<file path="config.mk">
export PLATFORM = sky130hd
export DESIGN_NAME = mac_acc_unit
export DESIGN_NICKNAME = d
export VERILOG_FILES = /design/src/rtl/mac_pkg.sv /design/src/rtl/mac_fa_cell.sv /design/src/rtl/mac_pp_gen.sv /design/src/rtl/mac_col_tree.sv /design/src/rtl/mac_acc_unit.sv
export SDC_FILE = /design/constraint.sdc
export NUM_CORES = 1
export LEC_CHECK = 0
export ABC_AREA = 1
export CELL_PAD_IN_SITES_DETAIL_PLACEMENT = 1
export CELL_PAD_IN_SITES_GLOBAL_PLACEMENT = 1
export CORE_MARGIN = 3
export CORE_UTILIZATION = 37
export DETAILED_ROUTE_END_ITERATION = 8
export PLACE_DENSITY_LB_ADDON = 0.1
export SLEW_MARGIN = 30
export SYNTH_ARGS = -nofsm -noshare
export SYNTH_HDL_FRONTEND = slang
export SYNTH_SLANG_ARGS = --single-unit
export TNS_END_PERCENT = 1
</file>
<file path="constraint.sdc">
create_clock -name clk -period 3.85 [get_ports clk]
set_input_delay 0.5775 -clock clk [delete_from_list [all_inputs] [get_ports clk]]
set_output_delay 0.5775 -clock clk [all_outputs]
set_load 0.01 [all_outputs]
</file>
<file path="src/rtl/mac_pkg.sv">
package mac_pkg;

    localparam int MAC_A_W   = 4;
    localparam int MAC_B_W   = 4;
    localparam int MAC_ACC_W = 8;

    // lowest row index i whose partial product a[i]&b[c-i] lands in column c
    function automatic int pp_lo(int c, int bw);
        return (c - bw + 1 > 0) ? (c - bw + 1) : 0;
    endfunction

    // number of partial-product bits of weight 2^c
    function automatic int pp_in_col(int c, int aw, int bw);
        int n = 0;
        for (int i = 0; i < aw; i++) begin
            if ((c - i >= 0) && (c - i < bw)) n++;
        end
        return n;
    endfunction

    // bits entering column c: partial products, one accumulator bit,
    // and every carry produced by the chain of column c-1
    function automatic int bits_in_col(int c, int aw, int bw);
        int k = 0;
        int n = 0;
        for (int i = 0; i <= c; i++) begin
            n = pp_in_col(i, aw, bw) + 1 + k;
            k = n / 2;
        end
        return n;
    endfunction

    // full-adder cells in the chain of column c (even heights get a tied-low input)
    function automatic int fa_in_col(int c, int aw, int bw);
        return bits_in_col(c, aw, bw) / 2;
    endfunction

endpackage

</file>
<file path="src/rtl/mac_fa_cell.sv">
module mac_fa_cell (
    input  logic a_i,
    input  logic b_i,
    input  logic c_i,
    output logic s_o,
    output logic co_o
);

    // count of three equal-weight bits: low bit stays, high bit moves up a column
    assign s_o  = a_i ^ b_i ^ c_i;
    assign co_o = (a_i & b_i) | (a_i & c_i) | (b_i & c_i);

endmodule

</file>
<file path="src/rtl/mac_pp_gen.sv">
module mac_pp_gen #(
    parameter int A_W = 4,
    parameter int B_W = 4
) (
    input  logic [A_W-1:0]     a_i,
    input  logic [B_W-1:0]     b_i,
    output logic [A_W*B_W-1:0] pp_o
);

    // pp_o[i*B_W + j] carries weight 2^(i+j)
    for (genvar i = 0; i < A_W; i++) begin : g_row
        for (genvar j = 0; j < B_W; j++) begin : g_bit
            assign pp_o[i*B_W + j] = a_i[i] & b_i[j];
        end
    end

endmodule

</file>
<file path="src/rtl/mac_col_tree.sv">
module mac_col_tree
    import mac_pkg::*;
#(
    parameter int A_W   = 4,
    parameter int B_W   = 4,
    parameter int ACC_W = 8
) (
    input  logic [A_W*B_W-1:0] pp_i,
    input  logic [ACC_W-1:0]   acc_i,
    output logic [ACC_W-1:0]   sum_o,
    output logic               wrap_o
);

    for (genvar c = 0; c < ACC_W; c++) begin : g_col
        localparam int NPP = pp_in_col(c, A_W, B_W);
        localparam int NB  = bits_in_col(c, A_W, B_W);
        localparam int NFA = NB / 2;
        localparam int LO  = pp_lo(c, B_W);

        logic [2*NFA:0] bits;
        logic [NFA-1:0] s;
        logic [NFA-1:0] co;

        // column layout: partial products, accumulator bit, carries from below, pad
        for (genvar k = 0; k <= 2*NFA; k++) begin : g_bit
            if (k < NPP) begin : g_pp
                assign bits[k] = pp_i[(LO + k)*B_W + (c - LO - k)];
            end else if (k == NPP) begin : g_acc
                assign bits[k] = acc_i[c];
            end else if (k < NB) begin : g_cy
                assign bits[k] = g_col[c-1].co[k - NPP - 1];
            end else begin : g_pad
                assign bits[k] = 1'b0;
            end
        end

        // chain of 3:2 cells: each folds two fresh bits into the running sum bit
        for (genvar j = 0; j < NFA; j++) begin : g_fa
            logic x;
            if (j == 0) begin : g_first
                assign x = bits[0];
            end else begin : g_next
                assign x = s[j-1];
            end
            mac_fa_cell u_fa (
                .a_i  (x),
                .b_i  (bits[2*j + 1]),
                .c_i  (bits[2*j + 2]),
                .s_o  (s[j]),
                .co_o (co[j])
            );
        end

        assign sum_o[c] = s[NFA-1];
    end

    // weight 2^ACC_W carries are dropped from the sum; flag them for observation
    assign wrap_o = |g_col[ACC_W-1].co;

endmodule

</file>
<file path="src/rtl/mac_acc_unit.sv">
module mac_acc_unit
    import mac_pkg::*;
#(
    parameter int A_W   = MAC_A_W,
    parameter int B_W   = MAC_B_W,
    parameter int ACC_W = MAC_ACC_W
) (
    input  logic             clk,
    input  logic             rst_n,
    input  logic             clr,
    input  logic             en,
    input  logic [A_W-1:0]   a_i,
    input  logic [B_W-1:0]   b_i,
    output logic [ACC_W-1:0] acc_o
);

    localparam int PP_N = A_W * B_W;

    typedef struct packed {
        logic [ACC_W-1:0] acc;
    } state_t;

    state_t            st_d;
    state_t            st_q;
    logic [PP_N-1:0]   pp_w;
    logic [ACC_W-1:0]  sum_w;
    logic              wrap_w;

    mac_pp_gen #(
        .A_W (A_W),
        .B_W (B_W)
    ) u_pp (
        .a_i  (a_i),
        .b_i  (b_i),
        .pp_o (pp_w)
    );

    mac_col_tree #(
        .A_W   (A_W),
        .B_W   (B_W),
        .ACC_W (ACC_W)
    ) u_tree (
        .pp_i   (pp_w),
        .acc_i  (st_q.acc),
        .sum_o  (sum_w),
        .wrap_o (wrap_w)
    );

    always_comb begin
        st_d = st_q;
        if (clr) begin
            st_d.acc = '0;
        end else if (en) begin
            st_d.acc = sum_w;
        end
    end

    always_ff @(posedge clk or negedge rst_n) begin
        if (!rst_n) begin
            st_q <= '0;
        end else begin
            st_q <= st_d;
        end
    end

    assign acc_o = st_q.acc;

endmodule

</file>
* Yosys cells after proc, flatten, opt, wreduce, memory -nomap -nowiden
Index checks and enable logic that the tools add are counted.
Word-level totals: register bits after elaboration 8
Operators by class: mux-type cells 2, bitwise operators 126, reduce and logical (&&, ||, !) cells 1
Operator list (number):
- $and 1x1->1 | 63
- $xor 1x1->1 | 35
- $or 1x1->1 | 28
- $mux 8 | 2
- $reduce_bool 2->1 | 1

* Longest topological paths before layout
Gate-level depths: netlist of the first run.
depth after elaboration 22, mapped depth 16

* By module
Synthesis of the first run repeated with hierarchy kept, for this count alone.
Unflattened totals: cells, all modules 90, area total of the unflattened synthesis 874.6 µm²
By module, submodules not included:
- mac_fa_cell | instances 20, cells an instance 1, area an instance 20.0 µm²
- mac_acc_unit | instances 1, cells an instance 35, area an instance 335.3 µm²
- mac_pp_gen | instances 1, cells an instance 32, area an instance 120.1 µm²
- mac_col_tree | instances 1, cells an instance 3, area an instance 18.8 µm²

* Worst setup path before layout of the first run
OpenSTA, ideal clock, no wires.
path kind input-to-reg, start point input port b_i[3], end point register st_q, in the netlist acc_o[6], arrival 3.697 ns, required time 3.755 ns, path slack 0.057 ns, stages 13, cell sequence nand2_1 > fa_1 > inv_1 > fa_1 > fa_1 > inv_1 > fa_1 > inv_1 > ha_1 > fa_1 > inv_1 > fa_1 > o31ai_1
On the way: longest elaborated chain between the ends 17, elaborated cells on any way between the ends 68
Ends and longest elaborated chain:
- start, declared | line mac_acc_unit.sv:13 | input logic [B_W-1:0] b_i,
- $and 1x1->1 | line mac_pp_gen.sv:13 | assign pp_o[i*B_W + j] = a_i[i] & b_i[j];
- $xor 1x1->1 (4 in series) | line mac_fa_cell.sv:10 | assign s_o = a_i ^ b_i ^ c_i;
- $and 1x1->1 | line mac_fa_cell.sv:11 | assign co_o = (a_i & b_i) | (a_i & c_i) | (b_i & c_i);
- $or 1x1->1 (2 in series) | line mac_fa_cell.sv:11
- $and 1x1->1 | line mac_fa_cell.sv:11
- $or 1x1->1 (2 in series) | line mac_fa_cell.sv:11
- $and 1x1->1 | line mac_fa_cell.sv:11
- $or 1x1->1 (2 in series) | line mac_fa_cell.sv:11
- $xor 1x1->1 (*) | line mac_fa_cell.sv:10
- $mux 8 (*) | line mac_acc_unit.sv:53 | end else if (en) begin
- $mux 8 (*) | line mac_acc_unit.sv:51 | if (clr) begin
- end signal, assigned | line mac_acc_unit.sv:62 | st_q <= st_d;
- end, declared | line mac_acc_unit.sv:24 | state_t st_q;
Mark *: on every way between the ends. The rest lies on a longest branch, timed or not. The select of a mux whose other input is x is not followed. A chain may end at the register's enable or synchronous reset.

* Final worst setup path of the first run
start point input port a_i[0], end point register st_q, in the netlist acc_o[6]
On the way: longest elaborated chain between the ends 19, elaborated cells on any way between the ends 73
Ends and longest elaborated chain:
- start, declared | line mac_acc_unit.sv:12 | input logic [A_W-1:0] a_i,
- $and 1x1->1 | line mac_pp_gen.sv:13
- $and 1x1->1 | line mac_fa_cell.sv:11
- $or 1x1->1 (2 in series) | line mac_fa_cell.sv:11
- $and 1x1->1 | line mac_fa_cell.sv:11
- $or 1x1->1 (2 in series) | line mac_fa_cell.sv:11
- $and 1x1->1 | line mac_fa_cell.sv:11
- $or 1x1->1 (2 in series) | line mac_fa_cell.sv:11
- $and 1x1->1 | line mac_fa_cell.sv:11
- $or 1x1->1 (2 in series) | line mac_fa_cell.sv:11
- $and 1x1->1 | line mac_fa_cell.sv:11
- $or 1x1->1 (2 in series) | line mac_fa_cell.sv:11
- $xor 1x1->1 (*) | line mac_fa_cell.sv:10
- $mux 8 (*) | line mac_acc_unit.sv:53
- $mux 8 (*) | line mac_acc_unit.sv:51
Marks and branches as above.

==> impl_metrics.tcl, run 1 <==
set metrics [dict create \
    status "completed" \
    finalCritPeriodShare_pct 96.7 \
    worstRegToRegCells 11 \
    netlist_instances 100 \
    max_stage_delay_ps 550 \
    timing.rr.start "acc_o[1]$_DFFE_PN0P_" \
    power_frac_seq_pct 29.1 \
    synth_area_leader_cell "fa_1" \
    path_clk_slew_ps 60 \
    setup_violations 0 \
    yosysMostFrequentCell "inv_1" \
    routed_via_density 4.60 \
    synth.area.mux_share_pct 0 \
    synthAdderAreaFrac_pct 38.3 \
    dp.cells 147 \
    cellPowerDensity_nw_per_um2 379 \
    end_kind "flop" \
    hp-class "flop to flop" \
    slew_violations 0 \
    start_kind "input pin" \
    vias 690 \
    crit_type "input pin to flop" \
    cts_buffers 3 \
    synth_fp_nets 131 \
    cts_tree "done" \
    drcViolationCount 0 \
    antenna-diode-count 0 \
    required_ps 4010 \
    clock_power_share_pct 14.7 \
    fmax_ghz 0.269 \
    post_cts_buffers 0 \
    swShare_pct 39.2 \
    synthArstFlopShare_pct 100 \
    slew-limit-headroom_pct 76.7 \
    tightest_slew_ps 348 \
    synth_edf_count 0 \
    die_h_um 55.2 \
    synthTopCellsByArea "fa_1, dfrtp_1, inv_1" \
    design.die.area_sq_um 3040 \
    min_to "acc_o[0]$_DFFE_PN0P_" \
    crit_path_top_delay_cell "fa_1" \
    synth_top_family_by_area "adder cells" \
    core_sq_um 2250 \
    met3_usage_pct 1.88 \
    min_path_cells 1 \
    io_buffers 19 \
    area_growth_pct 27.6 \
    synth_cell_type_count 11 \
    yosysWarnings 0 \
    synth-simple-area-share_pct 13.3 \
    largest_reg_flops 8 \
    clock_path_buffers 2 \
    nNetsFinal 155 \
    dpl.hpwl_mm 1.61 \
    use_met2_pct 24.4 \
    p_switching_uw 169 \
    multiInputGateArea_sq_um 549 \
    cts_root_buf "clkbuf_4" \
    maxCapViolations 0 \
    cp_max_fo 2 \
    crit_family "adder cells" \
    path_buf_inv 5 \
    vdd_drop_max_mv 0.211 \
    syn_area_sq_um 895 \
    wl_mm 1.74 \
    dr.pass1.iters 3 \
    hold_start "acc_o[0]$_DFFE_PN0P_" \
    period_needed_ps 3720 \
    synth_top_area_share_pct 31.3 \
    clk_latency_ps 250 \
    rsz0062_at_grt "no" \
    arrival_ps 3880 \
    drt_iter0_markers 2 \
    final_cells 150 \
    htreeDepth 1 \
    grt_pass1_vias 712 \
    post-place-ws_ps -626 \
    ys.flop_type "dfrtp_1" \
    finalHoldViolCount 0 \
    grt_overflow 0 \
    grt_pass1_wl_mm 2.97 \
    combinationalPowerShare_pct 56.2 \
    rows 17 \
    wire_per_inst_um 11.6 \
    die_w_um 55.2 \
    yosysSeqAreaShare_pct 22.4 \
    p_leak_nw 0.660 \
    cts.sinks 8 \
    routabilityCongestion 0.770 \
    initial_core_util_pct 39.7 \
    busiest_layer "met2" \
    avgSynthCellArea_sq_um 8.95 \
    crit-reg2reg-capture "acc_o[6]$_DFFE_PN0P_" \
    post_route_cells_drive_above_1_share_pct 27.0 \
    gr-usage-met1_pct 18.3 \
    ys_ff_latch 8 \
    timing.final.ws_setup_ps 129 \
    grt_antenna_before_repair 0 \
    finalClockSkew_ps 4.24 \
    regArea_sq_um 200 \
    cp_cell_sequence "clkbuf_2 > nand2_2 > fa_1 > inv_2 > fa_1 > fa_2 > inv_2 > fa_1 > inv_1 > ha_2 > fa_2 > inv_2 > fa_2 > o31ai_2" \
    yosys-top-cells-count "inv_1, nand2_1, fa_1" \
    grt_max_degree 9 \
    io_pins 20 \
    p_int_uw 263 \
    final.setup.tns_ps 0 \
    gr-usage-all-layers_pct 13.9 \
    ff2ff_setup_slack_ps 570 \
    synthXorXnorAreaFrac_pct 0 \
    fillCellCount 272 \
    postRouteAntennaNets 0 \
    finalPower_uw 432 \
    synth-compound-area-share_pct 6.71 \
]
## cell usage in the layout (no fill, tap or decap), drive strengths merged
master	synthesis	routed
dlygate4sd2	0	1
clkbuf	0	9
a22o	6	6
inv	30	30
fa	14	14
nand2	23	23
nand3	3	3
clkdlybuf4s50	0	11
ha	5	5
dlymetal6s2s	0	1
dfrtp	8	8
o31ai	1	1
buf	8	8
nor2	2	2
## cells by family after synthesis
family / Yosys count
simple gates: 28
fa+ha+maj: 19
buf+inv: 38
compound gates: 7
flops: 8
## cell type report
type                    instances  share of cell area (%)
repair buffers                 27                    19.4
flip-flops and latches          8                    17.5
clock buffers                   3                    1.97
multi-input cells              54                    48.1
well taps                      28                    3.07
inverters                      30                    9.87
## through the flow
stage | hold WS, ps | area (sq um) | utilization [%]
global route | 565 | 1140 | 50.6
finish | 537 | 1140 | 50.6
CTS | 548 | 1140 | 50.7
global placement | 524 | 1120 | 49.7
floorplan | 282 | 895 | -
detailed placement | 535 | 1120 | 49.7
## worst reg2reg max path, cell delays in order (launching register included)
cell and delay, ps:
dfrtp_1 410, fa_1 410, fa_2 410, fa_2 390, inv_2 60, fa_1 410, inv_1 70, ha_2 170
fa_2 180, inv_2 40, fa_2 410, o31ai_2 240
## worst max path at each step
stage                           endpoint  cells after the start   start
finish              acc_o[6]$_DFFE_PN0P_                     14  a_i[0]
global route        acc_o[6]$_DFFE_PN0P_                     14  a_i[0]
CTS                 acc_o[6]$_DFFE_PN0P_                     13  a_i[3]
detailed placement  acc_o[6]$_DFFE_PN0P_                     14  a_i[0]
global placement    acc_o[6]$_DFFE_PN0P_                     14  a_i[0]
floorplan           acc_o[6]$_DFFE_PN0P_                     13  b_i[3]
## metal layers
metal | vias to the layer above | wire, um
met1 | 350 | 799
met3 | 0 | 27
met5 | - | 0
met2 | 7 | 916
li1 | 333 | -
met4 | 0 | 0
## power by group through the flow
stage | combinational (mW) | clock (mW) | sequential, mW
CTS | 0.245 | 0.0660 | 0.127
global placement | 0.231 | 0 | 0.127
finish | 0.243 | 0.0634 | 0.126
global route | 0.288 | 0.0720 | 0.129
detailed placement | 0.240 | 0 | 0.127
floorplan | 0.170 | 0 | 0.120
## what timing repair did
action / in CTS / in global routing
hold buffers: 0 / 0
gates resized for setup: 12 / 22
setup endpoints to repair: 2 / 2
pin swaps: 5 / 11
No activity file was read; power rests on OpenSTA's default activity.
==> run 2, diff against run 1 <==
CORE_UTILIZATION = 39   (was 37)
CTS_BUF_LIST = sky130_fd_sc_hd__clkbuf_2   (was not set)
GPL_ROUTABILITY_DRIVEN = 0   (was not set)
==> impl_metrics.tcl, run 2 (synthesized netlist as in run 1, its figures left out) <==
set metrics [dict create \
    min_to "acc_o[0]$_DFFE_PN0P_" \
    start_kind "input pin" \
    finalPower_uw 441 \
    clk_latency_ps 220 \
    hp-class "flop to flop" \
    fmax_ghz 0.264 \
    hold_start "acc_o[0]$_DFFE_PN0P_" \
    timing.rr.start "acc_o[1]$_DFFE_PN0P_" \
    die_h_um 53.9 \
    finalCritPeriodShare_pct 98.4 \
    clock_path_buffers 2 \
    maxCapViolations 0 \
    place_area_sq_um 1120 \
    area_growth_pct 29.7 \
    post_route_cells_drive_above_1_share_pct 29.5 \
    tightest_slew_ps 361 \
    ff2ff_setup_slack_ps 570 \
    fillCellCount 248 \
    end_kind "flop" \
    design.die.area_sq_um 2900 \
    fin_area_sq_um 1160 \
    routed_via_density 4.64 \
    io_pins 20 \
    arrival_ps 3920 \
    grt_overflow 0 \
    rows 16 \
    grt_max_degree 9 \
    antenna-diode-count 0 \
    period_needed_ps 3790 \
    finalHoldViolCount 0 \
    crit_type "input pin to flop" \
    final_common_cell "inv_1" \
    drcViolationCount 0 \
    grt_pass1_wl_mm 3.50 \
    cts_tree "done" \
    status "completed" \
    drt_iter0_markers 4 \
    crit-reg2reg-capture "acc_o[6]$_DFFE_PN0P_" \
    worstRegToRegCells 11 \
    required_ps 3990 \
    post_cts_buffers 0 \
    initial_core_util_pct 43.4 \
    finalClockSkew_ps 8.93 \
    cts.sinks 8 \
    slew_violations 0 \
    wire_per_inst_um 14.0 \
    vias 691 \
    cts_root_buf "clkbuf_2" \
    grt_pass1_vias 816 \
    final_cells 149 \
    cellPowerDensity_nw_per_um2 380 \
    cp_max_fo 2 \
    regArea_sq_um 200 \
    path_clk_slew_ps 80 \
    p_leak_nw 0.653 \
    largest_reg_flops 8 \
    min_path_cells 1 \
    vdd_drop_max_mv 0.178 \
    holdBufCountCts 0 \
    core_sq_um 2060 \
    gr-usage-all-layers_pct 16.8 \
    cts_buffers 3 \
    multiInputGateArea_sq_um 564 \
    wl_mm 2.09 \
    die_w_um 53.9 \
    setup_violations 0 \
    nNetsFinal 155 \
    io_buffers 19 \
    dp.cells 146 \
    layout_common_cells "inv_1, nand2_1, clkdlybuf4s50_1" \
    postRouteAntennaNets 0 \
    slew-limit-headroom_pct 75.9 \
    grt_antenna_before_repair 0 \
    dpl.hpwl_mm 1.78 \
    dr.pass1.iters 4 \
    htreeDepth 1 \
]
## run 2: cell types whose count changed in the layout (fill, tap and decap cells not counted), sizes merged
cell | previous run | this run
clkbuf | 9 | 5
buf | 8 | 12
dlygate4sd2 | 1 | 2
dlymetal6s2s | 1 | 0
## run 2: per-stage QoR
stage	setup TNS, ps	setup slack [ps]	hold slack, ps	utilization [%]
floorplan	0	57.1	282	-
global placement	-1310	-570	524	54.2
detailed placement	-1700	-686	527	54.2
CTS	0	8.94	548	55.9
global route	-26.2	-26.2	586	56.3
finish	0	63.0	548	56.3
## run 2: report_power, final
group | total [mW] | switching, mW | internal [mW] | leakage (nW)
Clock | 0.0477 | 0.0264 | 0.0213 | 0.0125
Combinational | 0.267 | 0.135 | 0.132 | 0.534
Sequential | 0.126 | 0.0230 | 0.103 | 0.107
Total | 0.441 | 0.185 | 0.256 | 0.653
## run 2: cell type report
class	instances	share of cell area, %
multi-input combinational	54	48.7
timing repair buffer	27	20.2
sequential	8	17.3
tap	27	2.91
inverter	30	9.71
clock buffer	3	1.29
## run 2: routing by layer
layer | GRT usage [%] | part of all wire (%)
met1 | 20.7 | 42
met2 | 31.9 | 56
met3 | 0.831 | 1.9
met4 | 3.83 | 0
met5 | 0 | 0
## run 2: how the worst max path moves through the flow
| stage | to | depth (start not counted) | from |
|---|---|---|---|
| 4_1_cts | acc_o[6]$_DFFE_PN0P_ | 14 | b_i[1] |
| 6_report | acc_o[6]$_DFFE_PN0P_ | 14 | b_i[3] |
| 3_3_place_gp | acc_o[6]$_DFFE_PN0P_ | 14 | b_i[3] |
| 3_5_place_dp | acc_o[6]$_DFFE_PN0P_ | 14 | b_i[3] |
| 5_1_grt | acc_o[6]$_DFFE_PN0P_ | 14 | b_i[3] |
| 2_1_floorplan | acc_o[6]$_DFFE_PN0P_ | 13 | b_i[3] |
## run 2: critical path: stages
cell	delay, ps
buf_6	80
nand2_2	60
fa_1	550
inv_2	40
fa_1	580
fa_2	210
inv_2	30
fa_1	490
inv_2	50
ha_4	150
fa_2	330
inv_2	70
fa_2	420
o31ai_2	250
## run 2: timing repair
action                                  in CTS  in global routing
resized for setup                           22                 22
pin swaps                                   12                 14
endpoints found under the setup margin       3                  2
